$ cat src/rtl/tcm_pkg.sv
package tcm_pkg;
  typedef enum logic [1:0] {
    RING_USER = 2'd0,
    RING_OS   = 2'd1,
    RING_POOL = 2'd2,
    RING_PHYS = 2'd3
  } ring_e;
endpackage

$ cat src/rtl/tcm_hwcam.sv
module tcm_hwcam #(
  parameter int BLK_W = 4,
  parameter int IDX_W = 20,
  parameter int PID_W = 8
) (
  input  logic [BLK_W-1:0]       chip_blk,
  input  logic [PID_W-1:0]       proc_id,
  input  logic                   tid8_mode,
  output logic [BLK_W+IDX_W-1:0] cam_line
);
  localparam int TID_WIDE   = PID_W;
  localparam int TID_NARROW = PID_W - 1;

  logic [IDX_W-1:0] idx;

  // Marker bit sits just above the thread id; its position follows the mode.
  always_comb begin
    idx = '0;
    if (tid8_mode) begin
      idx[TID_WIDE]         = 1'b1;
      idx[TID_WIDE-1:0]     = proc_id;
    end else begin
      idx[TID_NARROW]       = 1'b1;
      idx[TID_NARROW-1:0]   = proc_id[TID_NARROW-1:0];
    end
  end

  assign cam_line = {chip_blk, idx};
endmodule

$ cat src/rtl/tcm_ring_cmp.sv
module tcm_ring_cmp #(
  parameter int W = 24
) (
  input  logic         vld,
  input  logic [W-1:0] stored,
  input  logic [W-1:0] target,
  output logic         hit
);
  assign hit = vld && (stored == target);
endmodule

$ cat src/rtl/tcm_prio.sv
module tcm_prio
  import tcm_pkg::*;
(
  input  logic       fmt,
  input  logic       ign,
  input  logic [3:0] cand_hit,   // indexed by ring code
  output logic       vld,
  output ring_e      ring,
  output logic       unsup
);
  always_comb begin
    vld   = 1'b0;
    ring  = RING_USER;
    unsup = 1'b0;
    if (!fmt) begin
      if (ign) begin
        unsup = 1'b1;
      end else if (cand_hit[RING_PHYS]) begin
        vld  = 1'b1;
        ring = RING_PHYS;
      end else if (cand_hit[RING_POOL]) begin
        vld  = 1'b1;
        ring = RING_POOL;
      end else if (cand_hit[RING_OS]) begin
        vld  = 1'b1;
        ring = RING_OS;
      end
    end else if (cand_hit[RING_USER]) begin
      vld  = 1'b1;
      ring = RING_USER;
    end
  end
endmodule

$ cat src/rtl/thread_cam_matcher.sv
module thread_cam_matcher
  import tcm_pkg::*;
#(
  parameter int BLK_W   = 4,
  parameter int IDX_W   = 20,
  parameter int LSN_W   = 12,
  parameter int PID_W   = 8,
  parameter bit REG_OUT = 1'b1
) (
  input  logic                   clk,
  input  logic                   rst,
  input  logic                   tgt_fmt,
  input  logic [BLK_W-1:0]       tgt_blk,
  input  logic [IDX_W-1:0]       tgt_idx,
  input  logic                   tgt_ign,
  input  logic [LSN_W-1:0]       tgt_lsn,
  input  logic                   phys_vld,
  input  logic                   pool_vld,
  input  logic [BLK_W+IDX_W-1:0] pool_cam,
  input  logic                   os_vld,
  input  logic [BLK_W+IDX_W-1:0] os_cam,
  input  logic                   usr_vld,
  input  logic [LSN_W-1:0]       usr_lsn,
  input  logic [BLK_W-1:0]       chip_blk,
  input  logic [PID_W-1:0]       proc_id,
  input  logic                   tid8_mode,
  output logic                   hit_vld,
  output logic [1:0]             hit_ring,
  output logic                   unsup,
  output logic [BLK_W+IDX_W-1:0] own_cam
);
  localparam int CAM_W = BLK_W + IDX_W;

  logic [CAM_W-1:0] tgt_cam;
  logic [CAM_W-1:0] hw_cam;
  logic [CAM_W-1:0] ring_cam [1:3];
  logic [3:1]       ring_vld;
  logic [3:0]       cand_hit;
  logic             lsn_hit;

  logic             c_vld;
  ring_e            c_ring;
  logic             c_unsup;

  assign tgt_cam = {tgt_blk, tgt_idx};

  tcm_hwcam #(.BLK_W(BLK_W), .IDX_W(IDX_W), .PID_W(PID_W)) u_hwcam (
    .chip_blk (chip_blk),
    .proc_id  (proc_id),
    .tid8_mode(tid8_mode),
    .cam_line (hw_cam)
  );

  assign ring_cam[RING_OS]   = os_cam;
  assign ring_cam[RING_POOL] = pool_cam;
  assign ring_cam[RING_PHYS] = hw_cam;
  assign ring_vld[RING_OS]   = os_vld;
  assign ring_vld[RING_POOL] = pool_vld;
  assign ring_vld[RING_PHYS] = phys_vld;

  for (genvar k = 1; k <= 3; k++) begin : g_ring
    tcm_ring_cmp #(.W(CAM_W)) u_cmp (
      .vld   (ring_vld[k]),
      .stored(ring_cam[k]),
      .target(tgt_cam),
      .hit   (cand_hit[k])
    );
  end

  tcm_ring_cmp #(.W(LSN_W)) u_lsn_cmp (
    .vld   (usr_vld),
    .stored(usr_lsn),
    .target(tgt_lsn),
    .hit   (lsn_hit)
  );

  // User path needs the OS context match as well as the server number.
  assign cand_hit[RING_USER] = cand_hit[RING_OS] && lsn_hit;

  tcm_prio u_prio (
    .fmt     (tgt_fmt),
    .ign     (tgt_ign),
    .cand_hit(cand_hit),
    .vld     (c_vld),
    .ring    (c_ring),
    .unsup   (c_unsup)
  );

  if (REG_OUT) begin : g_reg
    always_ff @(posedge clk) begin
      if (rst) begin
        hit_vld  <= 1'b0;
        hit_ring <= 2'd0;
        unsup    <= 1'b0;
        own_cam  <= '0;
      end else begin
        hit_vld  <= c_vld;
        hit_ring <= c_ring;
        unsup    <= c_unsup;
        own_cam  <= hw_cam;
      end
    end
  end else begin : g_comb
    assign hit_vld  = c_vld;
    assign hit_ring = c_ring;
    assign unsup    = c_unsup;
    assign own_cam  = hw_cam;
  end
endmodule

$ cat config.mk
export PLATFORM = sky130hd
export DESIGN_NAME = thread_cam_matcher
export DESIGN_NICKNAME = d
export VERILOG_FILES = /design/src/rtl/tcm_pkg.sv /design/src/rtl/tcm_hwcam.sv /design/src/rtl/tcm_ring_cmp.sv /design/src/rtl/tcm_prio.sv /design/src/rtl/thread_cam_matcher.sv
export SDC_FILE = /design/constraint.sdc
export NUM_CORES = 1
export LEC_CHECK = 0
export ABC_CLOCK_PERIOD_IN_PS = 3500
export BUFFER_PORTS_ARGS = -buffer_cell sky130_fd_sc_hd__buf_2
export CAP_MARGIN = 20
export CORE_ASPECT_RATIO = 1.75
export CORE_MARGIN = 2
export CORE_UTILIZATION = 39
export CTS_BUF_LIST = sky130_fd_sc_hd__clkbuf_4 sky130_fd_sc_hd__clkbuf_8
export CTS_CLUSTER_SIZE = 30
export DETAILED_ROUTE_END_ITERATION = 8
export GPL_ROUTABILITY_DRIVEN = 0
export MAX_ROUTING_LAYER = met4
export PLACE_DENSITY_LB_ADDON = 0.3
export SYNTH_ARGS = -nofsm -noshare
export SYNTH_HDL_FRONTEND = slang
export SYNTH_SLANG_ARGS = --single-unit
$ cat constraint.sdc
create_clock -name clk -period 3.5 [get_ports clk]
set_clock_uncertainty 0.1 [all_clocks]
set_input_delay 0.875 -clock clk [delete_from_list [all_inputs] [get_ports clk]]
set_output_delay 0.875 -clock clk [all_outputs]
set_load 0.02 [all_outputs]
# --- After elaboration in Yosys (flattened, before gate mapping) ---
# Index checks and enable logic that the tools add are counted.
totals:
  word_cells: 28
  ff_bits: 28
  inputBits: 117
classes:
  muxes: 12
  reduce_logical: 7
  n_eq_ne: 4
ops:
  columns: ["operator", "n"]
  rows:
  - ["$eq A24 B24 Y1", 3]
  - ["$eq A12 B12 Y1", 1]
  - ["$mux W1", 9]
  - ["$mux W8", 1]
  - ["$logic_and A1 B1 Y1", 5]
  - ["$mux W2", 2]
  - ["$reduce_or A3 Y1", 1]
  - ["$reduce_or A2 Y1", 1]

# --- Depth between registers and ports, before layout ---
depth:
  depth_word: 7
  ltp_mapped: 5
  mapped_depth_nobuf: 5

# --- Cells and area by module ---
# A second synthesis with hierarchy kept.
unflattened:
  cells_unflattened: 207
  area_unflattened_um2: 1959.4
modules_own_cells:
  columns: ["module", "seq_area_each_um2", "instances", "area_each_um2", "cells_per_inst"]
  rows:
  - ["tcm_ring_cmp (g_ring[1].u_cmp ...)", 0.0, 3, 269.0, 33]
  - ["thread_cam_matcher", 560.5, 1, 784.5, 59]
  - ["tcm_hwcam", 0.0, 1, 182.7, 25]
  - ["tcm_ring_cmp (u_lsn_cmp)", 0.0, 1, 138.9, 17]
  - ["tcm_prio", 0.0, 1, 46.3, 7]

# --- Least setup slack after synthesis ---
# No wires, ideal clock.
synth_timing:
  path_kind: "input -> register"
  startpoint: "input port tgt_idx[14]"
  endpoint: "register hit_vld"
  t_arrival_ns: 2.084
  path_slack_ns: 1.228
  path_stages: 5
  setup_time_ns: 0.088
  required_ns: 3.312
  cell_sequence: "xnor2_1 -> nand4_1 -> or4_1 -> or2_1 -> a311oi_2"
synth_via:
  elab_chain_len: 7
  elab_cells_between_ends: 13
  cone_classes: "3 x eq/ne; 6 x mux; 4 x reduce/logical"
synth_lines:
  columns: ["element", "line", "text"]
  rows:
  - ["from (decl)", "thread_cam_matcher.sv:14", "input logic [IDX_W-1:0] tgt_idx,"]
  - ["$eq A24 B24 Y1", "tcm_ring_cmp.sv:9", "assign hit = vld && (stored == target);"]
  - ["$logic_and A1 B1 Y1", "tcm_ring_cmp.sv:9", null]
  - ["$mux W1", "tcm_prio.sv:24", "end else if (cand_hit[RING_OS]) begin"]
  - ["$mux W1", "tcm_prio.sv:21", "end else if (cand_hit[RING_POOL]) begin"]
  - ["$mux W1", "tcm_prio.sv:18", "end else if (cand_hit[RING_PHYS]) begin"]
  - ["$mux W1", "tcm_prio.sv:16", "if (ign) begin"]
  - ["$mux W1 (*)", "tcm_prio.sv:15", "if (!fmt) begin"]
  - ["to (signal assigned)", "thread_cam_matcher.sv:97", "hit_vld <= c_vld;"]
  - ["to (decl)", "thread_cam_matcher.sv:27", "output logic hit_vld,"]
# Mark *: on every way between the ends. The rest lies on a longest branch, timed or not.
# A chain may end at the register's enable or synchronous reset.

# --- Worst setup path in the final report ---
layout_timing:
  startpoint: "input port tgt_idx[3]"
  endpoint: "register hit_vld"
# Same word-level chain as after synthesis.

==> metrics.txt <==
# TYPE chip_impl_metric gauge
chip_impl_info{name="run_status",value="finished, final reports clean"} 1
chip_impl_metric{name="synth-seq-cells",unit=""} 17
chip_impl_metric{name="mappedNetlistArea",unit="mm²"} 0.00142
chip_impl_metric{name="share_clk_of_total_power",unit="%"} 26.2
chip_impl_metric{name="via_count_of_the_first_global_routing_pass",unit=""} 1601
chip_impl_info{name="cp_cell_sequence",value="buf_2 -> xnor2_1 -> nand4_1 -> or4_1 -> or2_1 -> a311oi_2"} 1
chip_impl_metric{name="postSynthAreaPerCell",unit="µm²"} 8.96
chip_impl_info{name="setup.worst_path.end_class",value="flip-flop"} 1
chip_impl_metric{name="initial_standard_cell_utilization_of_the_core",unit="%"} 39.8
chip_impl_metric{name="cts_bufs_inserted",unit=""} 3
chip_impl_metric{name="cts_setup_buffers",unit=""} 0
chip_impl_metric{name="internal_power",unit="µW"} 402
chip_impl_metric{name="timing.final.crit_period",unit="ps"} 2290
chip_impl_metric{name="critical_path_arrival",unit="ps"} 2360
chip_impl_metric{name="port_buffers",unit=""} 133
chip_impl_metric{name="drcViolationCount",unit=""} 0
chip_impl_info{name="timing.critical_path.from_type",value="input port"} 1
chip_impl_metric{name="setup_ws",unit="ps"} 1210
chip_impl_info{name="tritoncts",value="yes"} 1
chip_impl_metric{name="totalNegativeSetupSlack",unit="ps"} 0
chip_impl_metric{name="timing.critical_path.required",unit="ps"} 3570
chip_impl_metric{name="power_leakage",unit="nW"} 0.989
chip_impl_metric{name="placedCellCount",unit=""} 335
chip_impl_metric{name="hpwlAfterDp",unit="µm"} 3950
chip_impl_metric{name="detail-route-antenna-nets",unit=""} 0
chip_impl_metric{name="pin_count_of_the_biggest_net_entering_global_routing",unit=""} 18
chip_impl_metric{name="number_of_buffer_and_inverter_stages_on_the_critical_path",unit=""} 1
chip_impl_metric{name="final_net_count",unit=""} 411
chip_impl_info{name="cp-endpoint",value="hit_vld"} 1
chip_impl_metric{name="clk_path_buf_depth",unit=""} 2
chip_impl_metric{name="core-area",unit="mm²"} 0.00356
chip_impl_metric{name="multiInputGateArea",unit="mm²"} 0.00103
chip_impl_metric{name="fillers",unit=""} 365
chip_impl_metric{name="setup_violations",unit=""} 0
chip_impl_metric{name="dieWidth",unit="µm"} 49.6
chip_impl_metric{name="cts_max_level",unit=""} 1
chip_impl_metric{name="cts.repair.resized",unit=""} 0
chip_impl_metric{name="ir_drop",unit="mV"} 0.161
chip_impl_metric{name="pin_count",unit=""} 145
chip_impl_metric{name="finalCoreUtilization",unit="%"} 60.2
chip_impl_info{name="startpoint",value="tgt_idx[3]"} 1
chip_impl_metric{name="detail_route.first_pass.iterations",unit=""} 4
chip_impl_metric{name="synth-seq-area-share",unit="%"} 24.0
chip_impl_info{name="cts_root_buffer",value="sky130_fd_sc_hd__clkbuf_8"} 1
chip_impl_metric{name="detailedRoute.firstIterationViolations",unit=""} 25
chip_impl_metric{name="cts_sinks",unit=""} 17
chip_impl_metric{name="holdBufCountCts",unit=""} 0
chip_impl_metric{name="detail_route.wl_per_cell",unit="µm"} 12.8
chip_impl_metric{name="post_synth_inst_count",unit=""} 158
chip_impl_metric{name="diodes",unit=""} 0
chip_impl_metric{name="yosys_warnings",unit=""} 0
chip_impl_metric{name="crit_path_depth",unit=""} 6
chip_impl_metric{name="power_frac_seq",unit="%"} 35.8
chip_impl_metric{name="swShare",unit="%"} 29.3
chip_impl_metric{name="area_growth_syn_to_layout",unit="%"} 51.1
chip_impl_metric{name="gr-usage-all-layers",unit="%"} 21.7
chip_impl_metric{name="grt_first_pass_wirelength",unit="µm"} 6820
chip_impl_metric{name="largest_stage_delay_worst_path",unit="ps"} 540
chip_impl_metric{name="seqCellArea",unit="µm²"} 340
chip_impl_metric{name="clkTransAtPathRegs",unit="ps"} 60
chip_impl_metric{name="drt_wl_total",unit="µm"} 4330
chip_impl_metric{name="stdcell_count",unit=""} 339
chip_impl_metric{name="routed-via-count",unit=""} 1583
chip_impl_metric{name="report.power.total",unit="µW"} 569
chip_impl_metric{name="drive_above_1_share",unit="%"} 47.1
chip_impl_metric{name="net_load_switching_power",unit="µW"} 167
chip_impl_metric{name="die_height",unit="µm"} 83.7
chip_impl_metric{name="final.hold.worst_slack",unit="ps"} 759
chip_impl_info{name="rsz0062_at_grt",value="no"} 1
chip_impl_metric{name="power_density",unit="mW/mm²"} 266
chip_impl_info{name="timing.critical_path.slowest_stage_cell",value="sky130_fd_sc_hd__or4_1"} 1
chip_impl_metric{name="postLayoutCellArea",unit="mm²"} 0.00214
chip_impl_metric{name="crit_fanout",unit=""} 3
chip_impl_metric{name="timing_hold_violations_final",unit=""} 0
chip_impl_metric{name="report.final.slew_viol_count",unit=""} 0
chip_impl_info{name="timing.critical_path.max_delay_family",value="simple AND/OR/NAND/NOR gates"} 1
chip_impl_metric{name="dpl-instance-area",unit="mm²"} 0.00209
chip_impl_metric{name="combinationalPowerShare",unit="%"} 38.0
chip_impl_info{name="timing.hold.worst.class",value="in -> reg"} 1
chip_impl_metric{name="route.detailed.vias_per_inst",unit=""} 4.67
chip_impl_metric{name="dp_slack",unit="ps"} 965
chip_impl_metric{name="synth.distinct_cells",unit=""} 23
chip_impl_metric{name="row_count",unit=""} 29
chip_impl_metric{name="fmaxAchievable",unit="GHz"} 0.436
chip_impl_metric{name="fp.dieArea",unit="mm²"} 0.00415
chip_impl_metric{name="antenna_found_initial",unit=""} 0
chip_impl_info{name="critPathKind",value="in -> reg"} 1
chip_impl_metric{name="number_of_max_cap_violations",unit=""} 0
chip_impl_metric{name="grt_overflow",unit=""} 0
chip_impl_metric{name="finalCritPeriodShare",unit="%"} 65.6
[worst min-delay path by stage]
stage / startpoint / end / slack [ps] / depth (start not counted)
2_1_floorplan: rst / own_cam[20] / 850 / 1
3_3_place_gp: tgt_fmt / unsup / 1010 / 2
3_5_place_dp: tgt_fmt / unsup / 1010 / 2
4_1_cts: tgt_fmt / unsup / 750 / 2
5_1_grt: tgt_fmt / unsup / 760 / 2
6_report: tgt_fmt / unsup / 760 / 2
[cell usage after synthesis (all sizes together)]
cell type	n	share of area, %
nor3	2	0.71
or3	1	0.44
nor4b	1	0.62
o211ai	1	0.53
nand4	14	6.2
nand2	4	1.1
nor2	1	0.26
dfxtp	17	24
xor2	17	11
buf	11	5.8
nor4	6	2.7
clkbuf	1	0.26
xnor2	56	35
or2	1	0.44
a311oi	1	1.1
or4	3	1.6
nor3b	1	0.53
conb	1	0.26
o32a	1	0.71
a21boi	1	0.53
nor2b	13	5.7
nand3	2	0.71
a21oi	2	0.71
[layout make-up]
type | count | area share [%]
well taps | 46 | 2.69
flip-flops and latches | 17 | 15.9
repair buffers | 133 | 31.1
clock buffers | 4 | 2.28
multi-input cells | 139 | 48.0
[flip-flops by register name (all words and copies together) (netlist names)]
signal and count:
hit_ring 2, unsup 1, own_cam 13, hit_vld 1
[power by group through the flow]
| stage | Clock [mW] | Combinational, mW | Sequential [mW] |
|---|---|---|---|
| after floorplan | 0 | 0.104 | 0.220 |
| after global placement | 0 | 0.214 | 0.208 |
| after detailed placement | 0 | 0.217 | 0.208 |
| after CTS | 0.151 | 0.218 | 0.204 |
| after global routing | 0.162 | 0.236 | 0.204 |
| final | 0.149 | 0.216 | 0.204 |
[kinds of logic (layout without fill, tap and decap cells)]
kind of cell | after synthesis | in the layout | share of synthesized area (%)
AOI/OAI and AO/OA | 6 | 6 | 3.53
xor gates and xnor gates | 73 | 73 | 45.1
buffers and inverters | 12 | 137 | 6.10
DFF | 17 | 17 | 24.0
other | 1 | 11 | 0.265
and+or+nand+nor | 49 | 49 | 20.9
[cell usage in the layout, fill, tap and decap left out]
master and count:
sky130_fd_sc_hd__buf_2 133, sky130_fd_sc_hd__xnor2_1 56, sky130_fd_sc_hd__xor2_1 17, sky130_fd_sc_hd__dfxtp_1 17, sky130_fd_sc_hd__nand4_1 14, sky130_fd_sc_hd__nor2b_1 13
sky130_fd_sc_hd__conb_1 11, sky130_fd_sc_hd__nor4_1 6, sky130_fd_sc_hd__nand2_1 4, sky130_fd_sc_hd__or4_1 3, sky130_fd_sc_hd__clkbuf_8 3, sky130_fd_sc_hd__nand3_1 2
sky130_fd_sc_hd__nor3_1 2, sky130_fd_sc_hd__a21oi_1 2, sky130_fd_sc_hd__nor2_1 1, sky130_fd_sc_hd__nor3b_1 1, sky130_fd_sc_hd__or2_1 1, sky130_fd_sc_hd__nor4b_1 1
sky130_fd_sc_hd__a21boi_0 1, sky130_fd_sc_hd__o32a_1 1, sky130_fd_sc_hd__a311oi_2 1, sky130_fd_sc_hd__o211ai_1 1, sky130_fd_sc_hd__or3_1 1, sky130_fd_sc_hd__clkbuf_4 1
[metal layers]
metal | track usage (%) | vias up | wire length (µm)
li1 | - | 784 | -
met1 | 19.0 | 704 | 1410
met2 | 43.5 | 88 | 2510
met3 | 3.41 | 7 | 323
met4 | 8.33 | 0 | 81
met5 | - | - | 0
No activity file was read; power rests on OpenSTA's default activity.
